## src/rtl/skid_pkg.sv

```systemverilog
package skid_pkg;

  // Policy for when the side register samples the upstream word.
  typedef enum logic {
    LOAD_ON_NEED,   // only when a word arrives while downstream is stalled
    LOAD_ALWAYS     // every cycle in which upstream is not stalled
  } buf_load_e;

  // How occupancy of the side register is determined.
  typedef enum logic {
    OCC_FLAG,       // separate stored flag
    OCC_NONZERO     // word itself tested against the all-zero no-op
  } occ_mode_e;

endpackage

```

## src/rtl/stall_delay.sv

```systemverilog
module stall_delay (
  input  logic clk,
  input  logic rst,
  input  logic stall_in,
  output logic stall_q
);

  always_ff @(posedge clk) begin
    if (rst) stall_q <= 1'b0;
    else     stall_q <= stall_in;
  end

endmodule

```

## src/rtl/skid_buffer.sv

```systemverilog
module skid_buffer
  import skid_pkg::*;
#(
  parameter int        WIDTH    = 32,
  parameter occ_mode_e OCC_MODE = OCC_FLAG
) (
  input  logic             clk,
  input  logic             rst,
  input  logic             load_en,
  input  logic [WIDTH-1:0] din,
  output logic [WIDTH-1:0] buf_q,
  output logic             occupied
);

  localparam logic [WIDTH-1:0] NOP_WORD = '0;

  always_ff @(posedge clk) begin
    if (rst)          buf_q <= NOP_WORD;
    else if (load_en) buf_q <= din;
  end

  generate
    if (OCC_MODE == OCC_FLAG) begin : g_flag
      logic full_q;
      always_ff @(posedge clk) begin
        if (rst)          full_q <= 1'b0;
        else if (load_en) full_q <= (din != NOP_WORD);
      end
      assign occupied = full_q;
    end else begin : g_zero_test
      assign occupied = (buf_q != NOP_WORD);
    end
  endgenerate

endmodule

```

## src/rtl/out_stage.sv

```systemverilog
module out_stage #(
  parameter int WIDTH = 32
) (
  input  logic             clk,
  input  logic             rst,
  input  logic             advance,
  input  logic             sel_held,
  input  logic [WIDTH-1:0] live,
  input  logic [WIDTH-1:0] held,
  output logic [WIDTH-1:0] q
);

  logic [WIDTH-1:0] next_word;

  assign next_word = sel_held ? held : live;

  always_ff @(posedge clk) begin
    if (rst)          q <= '0;
    else if (advance) q <= next_word;
  end

endmodule

```

## src/rtl/skid_boundary.sv

```systemverilog
module skid_boundary
  import skid_pkg::*;
#(
  parameter int        WIDTH      = 32,
  parameter bit        SKIP_EMPTY = 1'b0,
  parameter buf_load_e LOAD_MODE  = LOAD_ON_NEED,
  parameter occ_mode_e OCC_MODE   = OCC_FLAG
) (
  input  logic             clk,
  input  logic             rst,
  input  logic [WIDTH-1:0] up_data,
  output logic             up_stall,
  output logic [WIDTH-1:0] dn_data,
  input  logic             dn_stall
);

  logic             stall_q;
  logic             occupied;
  logic             hold_up;
  logic             load_en;
  logic [WIDTH-1:0] buf_q;

  stall_delay u_delay (
    .clk      (clk),
    .rst      (rst),
    .stall_in (dn_stall),
    .stall_q  (stall_q)
  );

  // Delayed stall, optionally masked while the side register is empty.
  assign hold_up  = stall_q && (occupied || !SKIP_EMPTY);
  assign up_stall = hold_up;

  generate
    if (LOAD_MODE == LOAD_ON_NEED) begin : g_load_need
      assign load_en = dn_stall && !hold_up;
    end else begin : g_load_always
      assign load_en = !hold_up;
    end
  endgenerate

  skid_buffer #(
    .WIDTH    (WIDTH),
    .OCC_MODE (OCC_MODE)
  ) u_buf (
    .clk      (clk),
    .rst      (rst),
    .load_en  (load_en),
    .din      (up_data),
    .buf_q    (buf_q),
    .occupied (occupied)
  );

  out_stage #(
    .WIDTH (WIDTH)
  ) u_out (
    .clk      (clk),
    .rst      (rst),
    .advance  (!dn_stall),
    .sel_held (hold_up),
    .live     (up_data),
    .held     (buf_q),
    .q        (dn_data)
  );

endmodule

```

## config.mk

```make
export PLATFORM = sky130hd
export DESIGN_NAME = skid_boundary
export DESIGN_NICKNAME = d
export VERILOG_FILES = /design/src/rtl/skid_pkg.sv /design/src/rtl/stall_delay.sv /design/src/rtl/skid_buffer.sv /design/src/rtl/out_stage.sv /design/src/rtl/skid_boundary.sv
export SDC_FILE = /design/constraint.sdc
export NUM_CORES = 1
export LEC_CHECK = 0
export BUFFER_PORTS_ARGS = -buffer_cell sky130_fd_sc_hd__buf_2
export CAP_MARGIN = 20
export CORE_MARGIN = 4
export CORE_UTILIZATION = 53
export CTS_CLUSTER_DIAMETER = 30
export DETAILED_ROUTE_END_ITERATION = 10
export MAX_ROUTING_LAYER = met4
export PLACE_DENSITY = 0.77
export SLEW_MARGIN = 0
export SYNTH_ARGS = -nofsm -noshare
export SYNTH_HDL_FRONTEND = slang
export SYNTH_SLANG_ARGS = --single-unit
```

## constraint.sdc

```tcl
create_clock -name clk -period 1.9 [get_ports clk]
set_clock_uncertainty 0.2 [all_clocks]
set_input_delay 0.095 -clock clk [delete_from_list [all_inputs] [get_ports clk]]
set_output_delay 0.095 -clock clk [all_outputs]
set_load 0.01 [all_outputs]
```

==> results.md, run 1 <==
* Die Span X at 80.9 um
* Synthesized Nets at 317
* GRT Util Overall at 20.0%
* Final hold slack at 0.0368 ns
* Status: finished clean
* Antenna-violating nets left at 0
* Cell area after synthesis at 0.00281 mm^2
* Final min period at 1.60 ns
* First-pass GRT wire length at 9710 um
* Share of post-route cells with drive strength above 1 at 32.2%
* Largest cells by area after synthesis: dfxtp_1 46%, mux2_4 16%, mux2i_1 11%
* Synth unique cells at 14
* Port buffer count at 67
* Core area at 0.00514 mm^2
* Worst VDD drop at 0.679 mV
* Initial antenna violation count at 0
* Crit Path Class: primary input to flip-flop
* Delay-heaviest family, CP: buffers and inverters
* Global placement routability congestion at 0.713
* Area of the die at 0.00654 mm^2
* Drt wl/cell at 13.3 um
* Crit path launch type: primary input
* Starting DRT DRC Count at 112
* Initial core utilization at 54.7%
* # setup viols final at 0
* Setup_tns at 0 ns
* CTS tree: yes
* Clock Sinks at 65
* Max-Cap Viols at 0
* CTS Buffer Depth at 2
* Sequential area share after synthesis at 46.3%
* Slew margin rel. at 55.4%
* Post-Route WL at 5990 um
* Ys Warns at 0
* Clock root buffer master: clkbuf_8
* Rows at 26
* Yosys top cell by area: dfxtp_1
* Via count at 2204
* Syn avg cell area at 9.97 um^2
* P_leak at 0.00174 uW
* Yosys reg bits at 65
* Detailed Place HPWL at 3690 um
* H-tree lvl count at 3
* Crit Path Max Fanout at 32
* Die Y at 80.9 um
* Post-cts sizing count at 0
* First-pass DRT Iterations at 4
* RSZ-0062 raised after global routing: false
* Area growth, synth to finish at 30.3%
* Slew Limit Fails at 0
* Critical path endpoint category: flip-flop
* CP max stage cell: dlygate4sd3_1
* Largest net degree at the start of global routing at 66
* Worst path bufs/invs at 2
* P per Cell Area at 849 mW/mm^2
* Yosys top cell area share at 46.3%
* Vias in the first global route at 2175
* Syn Inst Count at 282
* Worst Hold Class: primary input to flip-flop
* Via-per-instance ratio at 4.88
* Critical path arrival at 1.65 ns
* Worst path cell trace: dlygate4sd3_1 > buf_2 > nand2b_2 > nand2_1 > a21oi_1
* Fin crit share at 84.0%
* Ant diodes at 0
* Total grt overflow at 0
* Slew @ Worst Pin at 0.668 ns
* Final nets at 413
* Maximum operating frequency at 0.627 GHz
* Crit-path max cell delay at 0.54 ns
* CTS Buf Count at 9
* Final hold violations at 0
* Critical Path RT at 1.96 ns
* Clock-pin slew on the worst setup and hold paths at 0.07 ns
* Clk Latency, worst-skew pair at 0.32 ns
* Num ports at 68
* DRC at 0
worst register-to-register path, stage by stage (launching register included):
cell     delay (ns)
dfxtp_2        0.35
buf_4          0.28
mux2_4         0.33
mux2i_1        0.15
nor2_1         0.06
cell type report:
type                    count  area, um^2
fillers                   400        1470
well taps                  70        87.6
multi-input cells         195        1340
clock inverters             3        40.0
clock buffers              12         155
repair buffers            107         743
flip-flops and latches     65        1300
synthesized netlist by cell type:
cell type and count:
dfxtp_1 65, buf_2 6, mux2_2 2, buf_6 4, clkbuf_1 7, buf_12 3
nor2b_1 2, a21oi_1 32, nand2_1 64, nand2b_2 1, buf_4 2, mux2_4 30
nor2_1 32, mux2i_1 32
state kept, by name, summed over array words and instances, names as in the netlist:
| register | count |
|---|---|
| u_buf.buf_q | 32 |
| u_out.q | 32 |
| u_delay.stall_q | 1 |
logic make-up after synthesis:
family                 after synthesis  synth area share (%)
muxes                               64                  28.2
buffers and inverters               22                  6.27
DFF                                 65                  46.3
AOI/OAI and AO/OA                   32                  5.69
and+or+nand+nor                     99                  13.6
path summary, 6_finish.rpt:
path	to	slack [ns]	startpoint	depth (start not counted)
max	u_buf.buf_q[7]$_SDFFE_PP0P_	0.30	dn_stall	5
min	u_out.q[27]$_SDFFE_PP0N_	0.04	rst	3
max reg2reg	u_out.q[30]$_SDFFE_PP0N_	0.40	u_delay.stall_q$_SDFF_PP0_	4
min reg2reg	u_buf.buf_q[31]$_SDFFE_PP0P_	0.25	u_buf.buf_q[31]$_SDFFE_PP0P_	2
metrics by stage:
step | std cells | worst slack [ns] | util, % | area [um^2] | power [uW]
global placement | 404 | 0.406 | 61.1 | 3140 | 1920
global route | 452 | 0.177 | 71.3 | 3670 | 3260
CTS | 452 | 0.286 | 71.3 | 3670 | 3140
finish | 452 | 0.304 | 71.3 | 3670 | 3110
detailed placement | 404 | 0.397 | 61.1 | 3140 | 1930
floorplan | 282 | 0.456 | - | 2810 | 1810
power breakdown:
group	internal [uW]	switching (uW)
clock	667	492
combinational	257	213
sequential	1440	39.3
total	2370	744
per-layer routing:
layer / track usage, % / routed length [um] / vias to the layer above
li1: - / - / 1121
met1: 21.4 / 2520 / 1022
met2: 34.5 / 3070 / 50
met3: 4.10 / 271 / 11
met4: 10.6 / 123 / 0
met5: - / 0 / -
what timing repair did:
item	in CTS	in global routing
hold endpoints to repair	64	0
hold buffers	33	0
buffers inserted	0	0
layout by cell type, fill, tap and decap left out:
cell,n
nand2b_2,1
nand2_1,64
clkbuf_8,11
mux2i_1,32
nor2_1,32
dfxtp_2,1
buf_4,5
mux2_2,2
nor2b_1,1
dfxtp_1,64
a21oi_1,32
dlygate4sd3_1,33
clkbuf_1,1
buf_12,2
nor2b_2,1
clkinv_2,2
mux2_4,30
bufinv_16,1
buf_2,67
No activity file was read; power rests on OpenSTA's default activity.
==> run 2, diff against run 1 <==
- CORE_UTILIZATION: 53 -> 48
- PLACE_DENSITY: 0.77 -> 0.74
- clock period: 1.9 -> 1.3 ns (I/O delays scaled with it)
==> results.md, run 2 (synthesized netlist as in run 1, its figures left out) <==
* Max-Cap Viols at 0 (unchanged)
* Status: complete, but fails checks
* Failing checks: setup timing
* Final min period at 1.44 ns
* Global placement routability congestion at 0.701 (-1.7%)
* Fin worst setup slack at -0.144 ns (-0.448 ns)
* Largest net degree at the start of global routing at 66 (unchanged)
* First-pass GRT wire length at 10800 um (+11%)
* Final nets at 425 (+2.9%)
* Rows at 27 (+3.8%)
* # setup viols final at 60 (+60)
* Total grt overflow at 0 (unchanged)
* Most frequent cells in the layout: 67 x buf_2, 64 x dfxtp_1, 63 x nand2_1
* Setup_tns at -5.23 ns (-5.23 ns)
* Initial core utilization at 50.2% (-4.6 points)
* Hold Crit Endpoint: u_out.q[22]$_SDFFE_PP0N_
* Detailed Place HPWL at 3970 um (+7.5%)
* Placed cell area at 0.00321 mm^2 (+2.1%)
* Critical Path RT at 1.35 ns (-0.61 ns)
* Area growth, synth to finish at 36.2%
* Largest registers: u_buf.buf_q (32), u_out.q (32), u_delay.stall_q (1)
* Critical path endpoint category: flip-flop
* Reg2Reg Depth at 6 (+2)
* RSZ-0062 raised after global routing: true
* Ant diodes at 0 (unchanged)
* Crit Path Max Fanout at 7 (-78%)
* Vias in the first global route at 2265 (+4.1%)
* H-tree lvl count at 3 (unchanged)
* Drt wl/cell at 13.6 um (+2.9%)
* Core area at 0.00561 mm^2 (+9.1%)
* P_leak at 0.00181 uW (+4.2%)
* Slew margin rel. at 78.2% (+23 points)
* P per Cell Area at 1150 mW/mm^2 (+35%)
* Slew Limit Fails at 0 (unchanged)
* Commonest non-fill, non-tap cell in the layout: buf_2
* Antenna-violating nets left at 0 (unchanged)
* CTS Buf Count at 9 (unchanged)
* Slew @ Worst Pin at 0.327 ns (-0.341 ns)
* Area of the die at 0.00715 mm^2 (+9.4%)
* Post-Route WL at 6340 um (+5.8%)
* Final hold slack at 0.0885 ns (+0.0516 ns)
* Clock Sinks at 65 (unchanged)
* Final hold violations at 0 (unchanged)
* Via-per-instance ratio at 4.83 (-0.99%)
* Worst r2r src: u_delay.stall_q$_SDFF_PP0_
* Port buffer count at 67 (unchanged)
* Filler Cell Count at 435 (+8.8%)
* Critical path arrival at 1.50 ns (-0.15 ns)
* Post-route cell area at 0.00383 mm^2 (+4.5%)
* Layout Cells excl Fill at 465 (+2.9%)
* Num ports at 68 (unchanged)
* Clk Latency, worst-skew pair at 0.32 ns (about the same)
* DRC at 0 (unchanged)
* CTS Buffer Depth at 2 (unchanged)
* Clock-pin slew on the worst setup and hold paths at 0.07 ns (about the same)
* CTS tree: yes
* Via count at 2245 (+1.9%)
* Starting DRT DRC Count at 160 (+43%)
* Worst Hold Class: primary input to flip-flop
* RR Endpoint: u_buf.buf_q[22]$_SDFFE_PP0P_
* Initial antenna violation count at 0 (unchanged)
* Hold_sp: dn_stall
* Die Span X at 84.6 um (+4.6%)
* GRT Util Overall at 19.3% (-0.70 points)
* Crit path launch type: flip-flop
* Inst Count DP at 411 (+1.7%)
* Die Y at 84.6 um (+4.6%)
* Fin crit share at 111%
* Min-Delay Path Depth at 4 (+1)
* Crit Path Class: flip-flop to flip-flop
* Clock root buffer master: clkbuf_8
* Final core area utilization at 68.3% (-3.0 points)
* Share of post-route cells with drive strength above 1 at 34.4% (+2.2 points)
* First-pass DRT Iterations at 4 (unchanged)
* Worst VDD drop at 0.702 mV (+3.5%)
* Worst R2R Setup Slack at -0.14 ns (-0.54 ns)
* Maximum operating frequency at 0.692 GHz
-- run 2: through the flow --
| step | total power, uW | setup WS, ns |
|---|---|---|
| 4_1_cts | 4450 | -0.149 |
| 3_5_place_dp | 2850 | -0.101 |
| 6_report | 4390 | -0.144 |
| 3_3_place_gp | 2830 | -0.100 |
| 2_1_floorplan | 2650 | -0.0970 |
| 5_1_grt | 4610 | -0.223 |
-- run 2: routing by layer --
metal | global-route usage, % | up-vias | part of all wire, %
met5 | - | - | 0
met4 | 7.77 | 0 | 1.4
met3 | 3.73 | 7 | 3.9
met2 | 31.5 | 53 | 51
met1 | 23.3 | 1039 | 44
li1 | - | 1146 | -
-- run 2: how the worst max path moves through the flow --
stage / startpoint / to / slack [ns] / cells past startpoint
after CTS: u_delay.stall_q$_SDFF_PP0_ / u_out.q[29]$_SDFFE_PP0N_ / -0.15 / 4
after floorplan: u_delay.stall_q$_SDFF_PP0_ / u_out.q[10]$_SDFFE_PP0N_ / -0.1 / 5
after global routing: u_delay.stall_q$_SDFF_PP0_ / u_buf.buf_q[4]$_SDFFE_PP0P_ / -0.22 / 6
after global placement: u_delay.stall_q$_SDFF_PP0_ / u_out.q[0]$_SDFFE_PP0N_ / -0.10 / 4
after detailed placement: u_delay.stall_q$_SDFF_PP0_ / u_out.q[0]$_SDFFE_PP0N_ / -0.10 / 4
final: u_delay.stall_q$_SDFF_PP0_ / u_buf.buf_q[22]$_SDFFE_PP0P_ / -0.14 / 6
-- run 2: final cells by class --
cell class	count	area, um^2	area share (%)
multi-input combinational	195	1360	35.6
timing repair buffer	119	908	23.7
clock buffer	14	163	4.25
sequential	65	1310	34.1
tap	72	90.1	2.35
-- run 2: report_power, final --
group          internal, uW  switching, uW  total, uW
clock                   779            676       1460
sequential             2110           64.1       2170
combinational           435            329        765
-- run 2: critical path, stage by stage (launching register included) --
cell and delay, ns:
dfxtp_4 0.38, buf_16 0.16, nor2b_4 0.18, buf_4 0.15, buf_8 0.11, nand2_1 0.05
a21oi_1 0.14
-- run 2: what timing repair did --
| item | 4_1_cts | 5_1_grt |
|---|---|---|
| pin swaps | 1 | 9 |
| endpoints found under the setup margin | 59 | 65 |
| endpoints found under the hold margin | 65 | 0 |
| gates cloned | 3 | 0 |
| setup buffers | 1 | 3 |
| gates resized for setup | 9 | 6 |
| hold buffers | 34 | 0 |
==> run 3, diff against run 2 <==
- ABC_AREA: unset -> 1
- PLACE_DENSITY: 0.74 -> 0.73
==> results.md, run 3 <==
* Status: finished clean
* Setup_tns at 0 ns (+5.23 ns)
* Commonest cells post-synth: 162 x nor2_1, 126 x nand2_1, 65 x dfxtp_1
* Worst VDD drop at 0.782 mV (+11%)
* Initial core utilization at 49.4% (-0.73 points)
* EDFF count, synth at 0 (unchanged)
* Crit Path Max Fanout at 2 (-5)
* Clk Latency, worst-skew pair at 0.35 ns (+0.03 ns)
* Register area at 0.00131 mm^2 (unchanged)
* H-tree lvl count at 3 (unchanged)
* Port buffer count at 67 (unchanged)
* Final nets at 612 (+44%)
* Ys flop type: dfxtp_1
* Cell area after synthesis at 0.00293 mm^2 (+4.0%)
* Critical path arrival at 1.37 ns (-0.13 ns)
* Layout Cells excl Fill at 657 (+41%)
* Initial antenna violation count at 0 (unchanged)
* CTS Buf Count at 9 (unchanged)
* Slew @ Worst Pin at 0.234 ns (-0.0936 ns)
* Slew Limit Fails at 0 (unchanged)
* Final hold slack at 0.0819 ns (-0.00655 ns)
* Filler Cell Count at 526 (+21%)
* Worst path cell trace: dlygate4sd3_1 > buf_2 > nor2_2 > dlygate4sd3_1
* Slew margin rel. at 84.4% (+6.2 points)
* Total grt overflow at 0 (unchanged)
* Post-Route WL at 6560 um (+3.6%)
* Maximum operating frequency at 0.776 GHz (+12%)
* Largest net degree at the start of global routing at 42 (-36%)
* Drt wl/cell at 9.99 um (-27%)
* Async set-reset flop share out of synthesis at 0% (unchanged)
* Ys Warns at 0 (unchanged)
* Worst R2R Setup Slack at 0.10 ns (+0.24 ns)
* RSZ-0062 raised after global routing: false
* P_leak at 0.00216 uW (+19%)
* Final core area utilization at 67.6% (-0.73 points)
* GRT Util Overall at 20.0% (+0.78 points)
* Yosys reg bits at 65 (unchanged)
* Vias in the first global route at 2717 (+20%)
* First-pass GRT wire length at 11700 um (+8.7%)
* Inst Count DP at 606 (+47%)
* Syn avg cell area at 6.12 um^2 (-39%)
* CP max stage cell: dlygate4sd3_1
* Worst path bufs/invs at 3 (unchanged)
* # setup viols final at 0 (-100%)
* Most frequent cells in the layout: 161 x nor2_1, 125 x nand2_1, 66 x buf_2
* Clock Sinks at 65 (unchanged)
* Detailed Place HPWL at 3960 um (-0.17%)
* Num ports at 68 (unchanged)
* Clock root buffer master: clkbuf_8
* DRC at 0 (unchanged)
* Via-per-instance ratio at 4.40 (-8.8%)
* Delay-heaviest family, CP: buffers and inverters
* Clock-pin slew on the worst setup and hold paths at 0.07 ns (about the same)
* Commonest non-fill, non-tap cell in the layout: nor2_1
* Sequential area share after synthesis at 44.5% (-1.8 points)
* Area of the multi-input gates at 0.00127 mm^2 (-7.2%)
* Via count at 2892 (+29%)
* Synthesized Nets at 513 (+62%)
* Area growth, synth to finish at 36.7%
* Starting DRT DRC Count at 89 (-44%)
* Critical Path RT at 1.38 ns (+0.03 ns)
* First-pass DRT Iterations at 6 (+2)
* Ant diodes at 0 (unchanged)
* Largest registers: u_buf.buf_q (32), u_out.q (32), u_delay.stall_q (1)
* Worst Hold Class: primary input to flip-flop
* Cell with the most instances after synthesis: nor2_1
* Yosys top cell by area: dfxtp_1
* Critical path endpoint category: flip-flop
* Largest cells by area after synthesis: dfxtp_1 44%, nor2_1 21%, nand2_1 16%
* CTS Buffer Depth at 2 (unchanged)
* Share of post-route cells with drive strength above 1 at 16.8% (-18 points)
* Die Y at 86.1 um (+1.8%)
* CTS tree: yes
* Fin crit share at 99.1% (-12 points)
* Die Span X at 86.1 um (+1.8%)
* Final hold violations at 0 (unchanged)
* Antenna-violating nets left at 0 (unchanged)
* Most frequent CP cell: dlygate4sd3_1
* Total power at 4960 uW (+13%)
* Rows at 28 (+3.7%)
* Max-Cap Viols at 0 (unchanged)
* Setup Fix Bufs, Post-CTS at 0 (-1)
* Syn Inst Count at 478 (+70%)
* Crit-path max cell delay at 0.54 ns (+0.16 ns)
* P per Cell Area at 1240 mW/mm^2 (+8.2%)
* Final min period at 1.29 ns (-0.156 ns)
* Area of the die at 0.00741 mm^2 (+3.7%)
* Crit path launch type: primary input
* Synth unique cells at 12 (-2)
* Yosys top cell area share at 44.5% (-1.8 points)
* Core area at 0.00592 mm^2 (+5.6%)
* Global placement routability congestion at 0.806 (+15%)
* Crit Path Class: primary input to flip-flop
run 3: cell types whose count changed in the layout (fill, tap and decap cells not counted), sizes merged, moves of 3 or more:
cell,before,now
inv,0,63
mux2,32,0
a21oi,32,0
nand2,64,126
nand3,0,3
nor2,32,162
mux2i,32,0
buf,85,79
o21ai,0,32
run 3: cell families (layout without fill, tap and decap cells):
logic type             Yosys count  in the layout  synth area share [%]
DFF                             65             65                  44.5
buffers and inverters           90            194                  12.6
and+or+nand+nor                291            291                  37.5
AOI/OAI and AO/OA               32             32                  5.47
run 3: worst paths after layout:
check / from / end / cells past startpoint
worst min register to register: u_buf.buf_q[29]$_SDFFE_PP0P_ / u_buf.buf_q[29]$_SDFFE_PP0P_ / 2
worst max register to register: u_delay.stall_q$_SDFF_PP0_ / u_buf.buf_q[27]$_SDFFE_PP0P_ / 6
worst min-delay path: dn_stall / u_buf.buf_q[10]$_SDFFE_PP0P_ / 5
worst max-delay path: rst / u_delay.stall_q$_SDFF_PP0_ / 4
run 3: worst min-delay path, stage by stage:
cell and delay [ns]:
buf_2 0.14, nand2_4 0.12, buf_12 0.15, nor2_1 0.05, nor2_1 0.08
run 3: where the power goes:
group          total [uW]  internal, uW  switching (uW)
combinational         780           363             417
sequential           2210          2140            70.5
clock                1970          1190             787
run 3: stage by stage:
stage,instance area (um^2),setup slack [ns]
5_1_grt,4000,0.000141
3_3_place_gp,3380,0.124
4_1_cts,3970,0.00660
3_5_place_dp,3380,0.0953
2_1_floorplan,2930,0.0332
6_report,4000,0.0118
run 3: area by class of cell:
type	instances	share of cell area, %
Clock buffer	12	3.88
Sequential cell	65	32.6
Clock inverter	4	1.88
Tap cell	75	2.35
Multi-Input combinational cell	323	31.7
Timing Repair Buffer	114	21.6
Inverter	64	6.01
run 3: metal layers:
layer  GRT usage [%]  wire (um)  up-vias
met5               -          0        -
met4            8.78        145        0
met3            4.61        336       13
met2            32.4       2960       68
met1            23.7       3120     1226
li1                -          -     1585
run 3: timing repair:
action | in CTS | in global routing
endpoints found under the setup margin | 1 | 11
pin swaps | 0 | 0
resized for setup | 2 | 8
hold endpoints to repair | 65 | 0
hold buffers | 35 | 0
